$ cat src/rtl/sddac_pkg.sv
package sddac_pkg;
  localparam int MODE_W       = 8;
  localparam int CODE_W       = 16;
  localparam int LOW_RES_W    = 14;
  localparam int MODE_RES_BIT = 0;
  localparam int MODE_FMT_BIT = 6;

  typedef struct packed {
    logic              loadMode;
    logic              loadCode;
    logic              kickRise;
    logic [CODE_W-1:0] word;
  } strobe_t;
endpackage

$ cat src/rtl/sddac_ctrl.sv
module sddac_ctrl
  import sddac_pkg::*;
#(
  parameter int SYNC_STAGES = 2
) (
  input  logic    clk,
  input  logic    rstN,
  input  logic    sclkIn,
  input  logic    sdataIn,
  input  logic    frameSel,
  input  logic    kickIn,
  output strobe_t strobeOut
);
  localparam int CNT_W = $clog2(CODE_W + 2);
  localparam logic [CNT_W-1:0] CNT_SAT  = CNT_W'(CODE_W + 1);
  localparam logic [CNT_W-1:0] MODE_LEN = CNT_W'(MODE_W);
  localparam logic [CNT_W-1:0] CODE_LEN = CNT_W'(CODE_W);

  logic [SYNC_STAGES-1:0] sclkPipe, dataPipe, selPipe, kickPipe;
  logic sclkDly, selDly, kickDly;
  logic sclkS, dataS, selS, kickS;
  logic sclkFall, selRise, selFall;
  logic [CNT_W-1:0]  bitCount;
  logic [CODE_W-1:0] shiftReg;

  always_ff @(posedge clk) begin
    if (!rstN) begin
      sclkPipe <= '0; dataPipe <= '0; selPipe <= '0; kickPipe <= '0;
      sclkDly  <= 1'b0; selDly <= 1'b0; kickDly <= 1'b0;
    end else begin
      sclkPipe <= {sclkPipe[SYNC_STAGES-2:0], sclkIn};
      dataPipe <= {dataPipe[SYNC_STAGES-2:0], sdataIn};
      selPipe  <= {selPipe[SYNC_STAGES-2:0], frameSel};
      kickPipe <= {kickPipe[SYNC_STAGES-2:0], kickIn};
      sclkDly  <= sclkS;
      selDly   <= selS;
      kickDly  <= kickS;
    end
  end

  assign sclkS    = sclkPipe[SYNC_STAGES-1];
  assign dataS    = dataPipe[SYNC_STAGES-1];
  assign selS     = selPipe[SYNC_STAGES-1];
  assign kickS    = kickPipe[SYNC_STAGES-1];
  assign sclkFall = sclkDly & ~sclkS;
  assign selRise  = selS & ~selDly;
  assign selFall  = selDly & ~selS;

  // Frame bit counter saturates so over-long frames never alias to a legal length
  always_ff @(posedge clk) begin
    if (!rstN) begin
      bitCount <= '0;
      shiftReg <= '0;
    end else if (selRise || selFall) begin
      bitCount <= '0;
    end else if (selS && sclkFall) begin
      shiftReg <= {shiftReg[CODE_W-2:0], dataS};
      if (bitCount != CNT_SAT) bitCount <= bitCount + 1'b1;
    end
  end

  always_comb begin
    strobeOut.loadMode = selFall && (bitCount == MODE_LEN);
    strobeOut.loadCode = selFall && (bitCount == CODE_LEN);
    strobeOut.kickRise = kickS & ~kickDly;
    strobeOut.word     = shiftReg;
  end


  count_clear_chk: assert property (@(posedge clk) disable iff (!rstN)
    (strobeOut.loadMode || strobeOut.loadCode) |=> (bitCount == '0));
endmodule

$ cat src/rtl/sddac_datapath.sv
module sddac_datapath
  import sddac_pkg::*;
(
  input  logic              clk,
  input  logic              rstN,
  input  strobe_t           strobeIn,
  input  logic              faultIn,
  input  logic              jumpIn,
  output logic [MODE_W-1:0] modeOut,
  output logic              dacOut
);
  localparam int PAD = CODE_W - LOW_RES_W;

  logic [MODE_W-1:0] modeReg;
  logic [CODE_W-1:0] codeReg, accReg, lowResCode;
  logic [CODE_W:0]   sum;
  logic slotPhase, bitReg, alarmLatched, modOut;

  generate
    if (PAD > 0) begin : g_pad
      assign lowResCode = {strobeIn.word[LOW_RES_W-1:0], {PAD{1'b0}}};
    end else begin : g_nopad
      assign lowResCode = strobeIn.word;
    end
  endgenerate

  always_ff @(posedge clk) begin
    if (!rstN) begin
      modeReg <= '0;
      codeReg <= '0;
    end else begin
      if (strobeIn.loadMode) modeReg <= strobeIn.word[MODE_W-1:0];
      if (strobeIn.loadCode)
        codeReg <= modeReg[MODE_RES_BIT] ? strobeIn.word : lowResCode;
    end
  end

  // First-order accumulator, one output bit per two-clock slot
  assign sum = {1'b0, accReg} + {1'b0, codeReg};

  always_ff @(posedge clk) begin
    if (!rstN) begin
      slotPhase <= 1'b0;
      accReg    <= '0;
      bitReg    <= 1'b0;
    end else begin
      slotPhase <= ~slotPhase;
      if (slotPhase) begin
        accReg <= sum[CODE_W-1:0];
        bitReg <= sum[CODE_W];
      end
    end
  end

  always_ff @(posedge clk) begin
    if (!rstN)                  alarmLatched <= 1'b0;
    else if (faultIn)           alarmLatched <= 1'b1;
    else if (strobeIn.kickRise) alarmLatched <= 1'b0;
  end

  assign modOut  = bitReg & (modeReg[MODE_FMT_BIT] | ~slotPhase);
  assign dacOut  = alarmLatched ? jumpIn : modOut;
  assign modeOut = modeReg;


  rtz_single_clock_chk: assert property (@(posedge clk) disable iff (!rstN)
    (!modeReg[MODE_FMT_BIT] && !strobeIn.loadMode && modOut) |=> !modOut);

  nrz_slot_hold_chk: assert property (@(posedge clk) disable iff (!rstN)
    (modeReg[MODE_FMT_BIT] && !slotPhase && !strobeIn.loadMode) |=> $stable(modOut));

  fault_latch_chk: assert property (@(posedge clk) disable iff (!rstN)
    faultIn |=> (dacOut == jumpIn));

  zero_code_chk: assert property (@(posedge clk) disable iff (!rstN)
    (codeReg == '0 && slotPhase) |=> !bitReg);
endmodule

$ cat src/rtl/spi_sd_dac.sv
module spi_sd_dac
  import sddac_pkg::*;
#(
  parameter int SYNC_STAGES = 2
) (
  input  logic       clk,
  input  logic       rstN,
  input  logic       sclkIn,
  input  logic       sdataIn,
  input  logic       frameSel,
  input  logic       kickIn,
  input  logic       faultIn,
  input  logic       jumpIn,
  output logic [7:0] modeOut,
  output logic       dacOut
);
  strobe_t strobe;
  logic [MODE_W-1:0] modeBits;

  sddac_ctrl #(.SYNC_STAGES(SYNC_STAGES)) u_ctrl (
    .clk(clk), .rstN(rstN), .sclkIn(sclkIn), .sdataIn(sdataIn),
    .frameSel(frameSel), .kickIn(kickIn), .strobeOut(strobe)
  );

  sddac_datapath u_dp (
    .clk(clk), .rstN(rstN), .strobeIn(strobe), .faultIn(faultIn),
    .jumpIn(jumpIn), .modeOut(modeBits), .dacOut(dacOut)
  );

  assign modeOut = modeBits;
endmodule

$ cat config.mk
export PLATFORM = sky130hd
export DESIGN_NAME = spi_sd_dac
export DESIGN_NICKNAME = d
export VERILOG_FILES = /design/src/rtl/sddac_pkg.sv /design/src/rtl/sddac_ctrl.sv /design/src/rtl/sddac_datapath.sv /design/src/rtl/spi_sd_dac.sv
export SDC_FILE = /design/constraint.sdc
export NUM_CORES = 1
export LEC_CHECK = 0
export ABC_CLOCK_PERIOD_IN_PS = 3200
export CORE_ASPECT_RATIO = 0.6
export CORE_UTILIZATION = 44
export DETAILED_ROUTE_END_ITERATION = 7
export PLACE_DENSITY_LB_ADDON = 0.12
export SETUP_SLACK_MARGIN = 0.02
export SLEW_MARGIN = 10
export SYNTH_ARGS = -nofsm -noshare
export SYNTH_HDL_FRONTEND = slang
export SYNTH_SLANG_ARGS = --single-unit
export TNS_END_PERCENT = 100
$ cat constraint.sdc
create_clock -name clk -period 3.2 [get_ports clk]
set_clock_uncertainty 0.1 [all_clocks]
set_input_delay 0.32 -clock clk [delete_from_list [all_inputs] [get_ports clk]]
set_output_delay 0.32 -clock clk [all_outputs]
set_load 0.03 [all_outputs]
==> flow_summary_export.csv, run 1 <==
group,metric,value,unit
sta,fmax,420.3,MHz
cts,cts_num_sinks,75,
final_layout,seq_area,1501,um2
cts,ctsHoldBuffers,0,
yosys,muxShareOfSynthArea,8.259,%
placement,gp_congestion,0.8936,
floorplan,ios,17,
pwr,ir_drop,331.0,uV
cts,cts_buffer_depth,2,
final_layout,final_util,52.80,%
final_layout,fin_nets,435,
yosys,synthXorXnorAreaFrac,2.891,%
final_layout,multi_input_area,2027,um2
sta,rsz0062_at_grt,"false",
global_route,antenna_found_initial,0,
detailed_routing,via_per_inst,5.383,
floorplan,die_h,72.42,um
hold_path,min_path_cells,1,
yosys,synth.avg_cell_area,9.205,um2
cts,clk_latency,0.34,ns
cts,clkTransAtPathRegs,0.05,ns
floorplan,num_rows,25,
worst_setup_path,cp_data_arrival_time,1.96,ns
sta,whs,0.3337,ns
worst_setup_path,required,2.78,ns
detailed_routing,drc,0,
yosys,synth.distinct_cells,43,
worst_setup_path,cp_max_fo,18,
final_layout,nFillCells,744,
sta,finalSetupViolCount,0,
yosys,synth_fa_ha_area_share,7.433,%
final_layout,area_growth,15.38,%
placement,hpwl,5.447,mm
final_layout,final_layout_size_suffix_gt1_share,6.083,%
worst_setup_path,worstSetupPathType,"flop to output pin",
global_route,grt_max_degree,40,
final_layout,diodes,0,
worst_setup_path,r2r_setup_slack,0.86,ns
floorplan,die_area,8643,um2
cts,cts_tree,"done",
worst_setup_path,startpoint,"u_dp.slotPhase",
yosys,async_reset_ff_share,0,%
sta,finalCriticalPeriod,2.379,ns
global_route,track_usage,19.64,%
yosys,ys_seq_elements,75,
outcome,outcome,"completed",
sta,hold_violations,0,
worst_setup_path,ff2ff_path_depth,7,
yosys,synth_compound_area_share,18.27,%
yosys,seq_area_frac_synth,41.29,%
detailed_routing,post_drt_wl_per_cell,14.85,um
sta,tightest_slew,0.6165,ns
cts,post-cts-setup-buffers,0,
worst_setup_path,cp-endpoint,"dacOut",
sta,setup_tns,0,ns
global_route,grt_overflow_total,0,
global_route,grt_first_pass_wirelength,12.98,mm
pwr,powerDensity,489.9,nW/um2
detailed_routing,final_antenna_net_count,0,
worst_setup_path,reg2reg_to,"u_dp.accReg[14]",
yosys,synth_ff_type,"dfxtp_1",
yosys,syn_nets,424,
floorplan,start_util,45.76,%
cts,cts.htree.levels,3,
pwr,cellLeakagePower,1.705,nW
floorplan,die_w,119.4,um
cts,numCtsBuffers,9,
hold_path,min_path_type,"flop to flop",
floorplan,core_area,7945,um2
placement,pre_cts_slack,0.8766,ns
detailed_routing,wirelength,7.707,mm
placement,postPlaceCellArea,3882,um2
worst_setup_path,r2r-start,"u_dp.accReg[0]",
sta,fin_crit_sh,74.36,%
detailed_routing,drtIter0Drc,137,
yosys,synth_top_family_by_area,"simple AND/OR/NAND/NOR gates",
worst_setup_path,cp-start-kind,"flop",
yosys,synth_cells,395,
global_route,grt_pass1_vias,2541,
cts,ctsResizeCount,0,
yosys,ys.warnings.count,0,
placement,portBuffers,16,
cts,cts_root_buf,"clkbuf_16",
yosys,yosys.area_share.simple,18.75,%
final_layout,stdcell_area,4195,um2
sta,worst_slack,0.8206,ns
yosys,syn_area,3636,um2
sta,slew-limit-headroom,58.46,%
job,drv_cap,0,
worst_setup_path,end_kind,"output pin",
detailed_routing,vias,2794,
detailed_routing,firstDrtPassIters,4,
yosys,synth_edf_count,0,
sta,maxSlewViolCount,0,
critical path, stage by stage, from the launching register on:
cell	delay, ns
dfxtp_1	0.30
buf_4	0.20
inv_1	0.17
o21ai_0	0.12
o21ai_0	0.15
clkdlybuf4s50_1	0.69
cells in the final DEF (no fill, tap or decap), drive strengths merged, types with 11 or more instances in the layout:
cell / netlist / routed
a21boi: 19 / 19
ha: 20 / 20
mux2i: 30 / 30
clkdlybuf4s50: 0 / 15
and2: 13 / 13
clkbuf: 15 / 11
dfxtp: 75 / 75
a21oi: 16 / 16
nor2b: 17 / 17
nand2: 69 / 69
o211a: 15 / 15
o21ai: 14 / 14
synthesized netlist by cell type (2+ instances only):
library cell	count	area, um2
a21boi_0	18	135.1
nand4_1	4	25.02
and2_1	13	81.33
dfxtp_1	75	1501
nand3_1	7	35.03
nand2_1	69	259.0
a21o_1	5	37.54
and3_1	2	12.51
a21oi_1	16	80.08
xor2_1	5	43.79
o31a_1	2	17.52
mux2i_1	30	300.3
nor3_1	5	25.02
buf_2	5	25.02
o211a_1	15	150.1
clkbuf_1	14	52.55
xnor2_1	7	61.31
nand2b_1	4	25.02
nor2b_1	17	106.4
nor3b_1	3	22.52
o211ai_1	4	30.03
inv_1	7	26.28
a211oi_1	2	15.01
ha_1	20	250.2
nor2_1	8	30.03
o21ai_0	14	70.07
nor4_1	2	12.51
o31ai_1	5	37.54
o21a_1	3	22.52
layer usage:
layer  vias to the layer above  part of all wire (%)  global-route usage (%)
li1                       1418                     -                       -
met1                      1300                    56                   29.87
met3                         6                   6.5                   5.975
met2                        70                    36                   25.71
met5                         -                     0                       0
met4                         0                  0.84                   6.250
cells by family after synthesis:
logic type,count (synthesis)
XOR/XNOR,12
adder cells (fa/ha/maj),21
buffers and inverters,28
flip-flops,75
AND/OR/NAND/NOR,139
multiplexers,30
AO/OA/AOI/OAI,90
report_power, final:
part,internal (mW),switching [mW],leakage [nW]
sequential,0.944,0.00490,0.607
combinational,0.0280,0.0366,0.946
clock,0.648,0.393,0.152
total,1.62,0.435,1.71
area by class of cell:
class	instances	area share, %
Clock inverter	5	1.432
Clock buffer	11	6.024
Multi-Input combinational cell	292	48.31
Timing Repair Buffer	21	4.593
Tap cell	108	3.221
Inverter	7	0.6263
Sequential cell	75	35.79
stage by stage:
stage | instances | power, mW
after floorplan | 395 | 1.011
after global placement | 503 | 1.033
after detailed placement | 503 | 1.034
after CTS | 519 | 2.084
after global routing | 519 | 2.130
final | 519 | 2.055
registers in the layout, summed over array words and instances (netlist names), 5 cells and up:
register and flops:
u_ctrl.bitCount 5, u_ctrl.shiftReg 16, u_dp.accReg 16, u_dp.codeReg 16
u_dp.modeOut 8
worst min-delay path by stage:
| stage | start | end | slack [ns] |
|---|---|---|---|
| 2_1_floorplan | u_ctrl.dataPipe[0] | u_ctrl.dataPipe[1] | 0.31 |
| 3_3_place_gp | u_ctrl.selPipe[0] | u_ctrl.selPipe[1] | 0.31 |
| 3_5_place_dp | u_ctrl.dataPipe[0] | u_ctrl.dataPipe[1] | 0.32 |
| 4_1_cts | u_ctrl.kickPipe[0] | u_ctrl.kickPipe[1] | 0.34 |
| 5_1_grt | u_ctrl.sclkPipe[1] | u_ctrl.sclkDly | 0.36 |
| 6_report | u_ctrl.kickPipe[0] | u_ctrl.kickPipe[1] | 0.33 |
(Power assumes the default switching activity.)
==> run 2, diff against run 1 <==
Settings changed: ABC_CLOCK_PERIOD_IN_PS 3200 to 2170.
Clock period 3.2 ns to 2.17 ns, I/O delays scaled along.
==> run 2 against run 1 <==
Against the previous run: via count up 0.43%; die area unchanged; combinational power up 53%; clock power up 47%; non-clock buffer count up 6; register-to-register slack worse by 0.80 ns; final area up 2.4%; flip-flop and latch count unchanged; global-route usage up 0.61 points; sequential share of layout area down 0.80 points; critical path type is now flop to flop.
==> flow_summary_export.csv, run 2 (synthesis results as in run 1) <==
group,metric,value,unit
worst_setup_path,r2r-start,"u_dp.codeReg[0]",
cts,clk_latency,0.33,ns
hold_path,min_path_type,"input pin to flop",
sta,fmax,474.4,MHz
worst_setup_path,slowest_stage,"fa_2",
global_route,antenna_found_initial,0,
cts,numCtsBuffers,9,
final_layout,final_layout_size_suffix_gt1_share,9.832,%
worst_setup_path,cp-start-kind,"flop",
pwr,cellLeakagePower,1.745,nW
final_layout,final_cell_mix,"dfxtp_1, nand2_1, mux2i_1",
final_layout,seq_area,1504,um2
placement,pre_cts_slack,-0.02426,ns
worst_setup_path,ff2ff_path_depth,7,
final_layout,nFillCells,730,
final_layout,multi_input_area,2078,um2
sta,worst_slack,0.06218,ns
floorplan,start_util,45.76,%
global_route,track_usage,20.25,%
hold_path,min_to,"u_dp.slotPhase",
floorplan,die_area,8643,um2
cts,cts_buffer_depth,2,
detailed_routing,final_antenna_net_count,0,
final_layout,final_common_cell,"dfxtp_1",
detailed_routing,post_drt_wl_per_cell,15.18,um
global_route,grt_overflow_total,0,
final_layout,area_growth,18.20,%
detailed_routing,firstDrtPassIters,4,
sta,finalCriticalPeriod,2.108,ns
worst_setup_path,r2r_setup_slack,0.06,ns
worst_setup_path,worstSetupPathType,"flop to flop",
worst_setup_path,critPathMaxStageDelay,0.36,ns
floorplan,die_w,119.4,um
worst_setup_path,required,2.31,ns
sta,tightest_slew,0.6396,ns
floorplan,die_h,72.42,um
placement,gp_congestion,0.8670,
cts,cts_root_buf,"clkbuf_16",
cts,cts_tree,"done",
placement,hpwl,5.594,mm
sta,whs,0.2184,ns
placement,portBuffers,16,
hold_path,worstHoldStart,"rstN",
global_route,grt_pass1_vias,2654,
cts,cts.htree.levels,3,
detailed_routing,drc,0,
job,drv_cap,0,
floorplan,num_rows,25,
cts,clkTransAtPathRegs,0.06,ns
outcome,outcome,"completed",
hold_path,min_path_cells,2,
sta,maxSlewViolCount,0,
cts,cts_num_sinks,75,
floorplan,core_area,7945,um2
worst_setup_path,cp_max_fo,3,
sta,finalSetupViolCount,0,
final_layout,reg_top3,"u_ctrl.shiftReg (16), u_dp.accReg (16), u_dp.codeReg (16)",
pwr,powerDensity,703.5,nW/um2
sta,slew-limit-headroom,57.26,%
sta,rsz0062_at_grt,"true",
worst_setup_path,reg2reg_to,"u_dp.accReg[14]",
detailed_routing,vias,2806,
sta,hold_violations,0,
cts,ctsHoldBuffers,0,
final_layout,fin_nets,441,
global_route,grt_first_pass_wirelength,13.38,mm
final_layout,diodes,0,
global_route,grt_max_degree,41,
sta,fin_crit_sh,97.13,%
detailed_routing,wirelength,7.967,mm
floorplan,ios,17,
worst_setup_path,cp_data_arrival_time,2.25,ns
worst_setup_path,end_kind,"flop",
pwr,ir_drop,460.1,uV
detailed_routing,drtIter0Drc,143,
worst_setup_path,cp_cell_sequence,"ha_4, fa_2, a21o_1, a221oi_4, nor4_2, o31a_1, o31ai_2",
detailed_routing,via_per_inst,5.345,
run 2: worst max-delay path by stage:
stage	from	end	slack, ns	cells past startpoint
6_report	u_dp.codeReg[0]	u_dp.accReg[14]	0.06	7
3_5_place_dp	u_dp.accReg[0]	u_dp.accReg[8]	-0.02	8
4_1_cts	u_dp.accReg[0]	u_dp.accReg[14]	0.04	7
5_1_grt	u_dp.accReg[8]	u_dp.accReg[14]	-0.04	6
3_3_place_gp	u_dp.accReg[0]	u_dp.accReg[10]	0.004	8
2_1_floorplan	u_dp.accReg[0]	u_dp.accReg[14]	0.03	7
run 2: routing by layer:
metal	vias up	track usage (%)	part of all wire [%]
met5	-	0	0
met4	0	7.083	0.58
met3	4	4.874	6.8
met2	71	28.81	40
met1	1310	29.63	52
li1	1421	-	-
run 2: area by class of cell:
| type | instances | area share, % |
|---|---|---|
| clock buffers | 12 | 6.201 |
| clock inverters | 4 | 1.106 |
| inverters | 7 | 0.6114 |
| multi-input cells | 292 | 48.36 |
| flip-flops and latches | 75 | 34.99 |
| well taps | 108 | 3.144 |
| repair buffers | 27 | 5.590 |
run 2: worst max-delay path, delay by kind of cell (launching register included):
kind | cells | cell delay (ns)
AND/OR/NAND/NOR | 1 | 0.10
flip-flops | 1 | 0.33
AO/OA/AOI/OAI | 4 | 0.96
adder cells (fa/ha/maj) | 2 | 0.52
run 2: metrics by stage:
step                utilization (%)  std cells  area (um2)  setup TNS [ns]  power [mW]
floorplan                         -        395        3636               0       1.491
global placement              49.34        508        3920               0       1.528
detailed placement            49.34        508        3920        -0.05643       1.528
CTS                           53.39        524        4242               0       3.063
global route                  54.09        525        4298         -0.1490       3.145
finish                        54.09        525        4298               0       3.024
run 2: report_power, final:
part	switching (mW)	internal (mW)
Combinational	0.0567	0.0424
Sequential	0.00659	1.39
Clock	0.546	0.979
Total	0.609	2.41
run 2: timing repair:
item / CTS / global route
pin swaps: 2 / 8
hold endpoints to repair: 0 / 0
setup endpoints to repair: 7 / 10
resized for setup: 4 / 15
setup buffers: 0 / 1
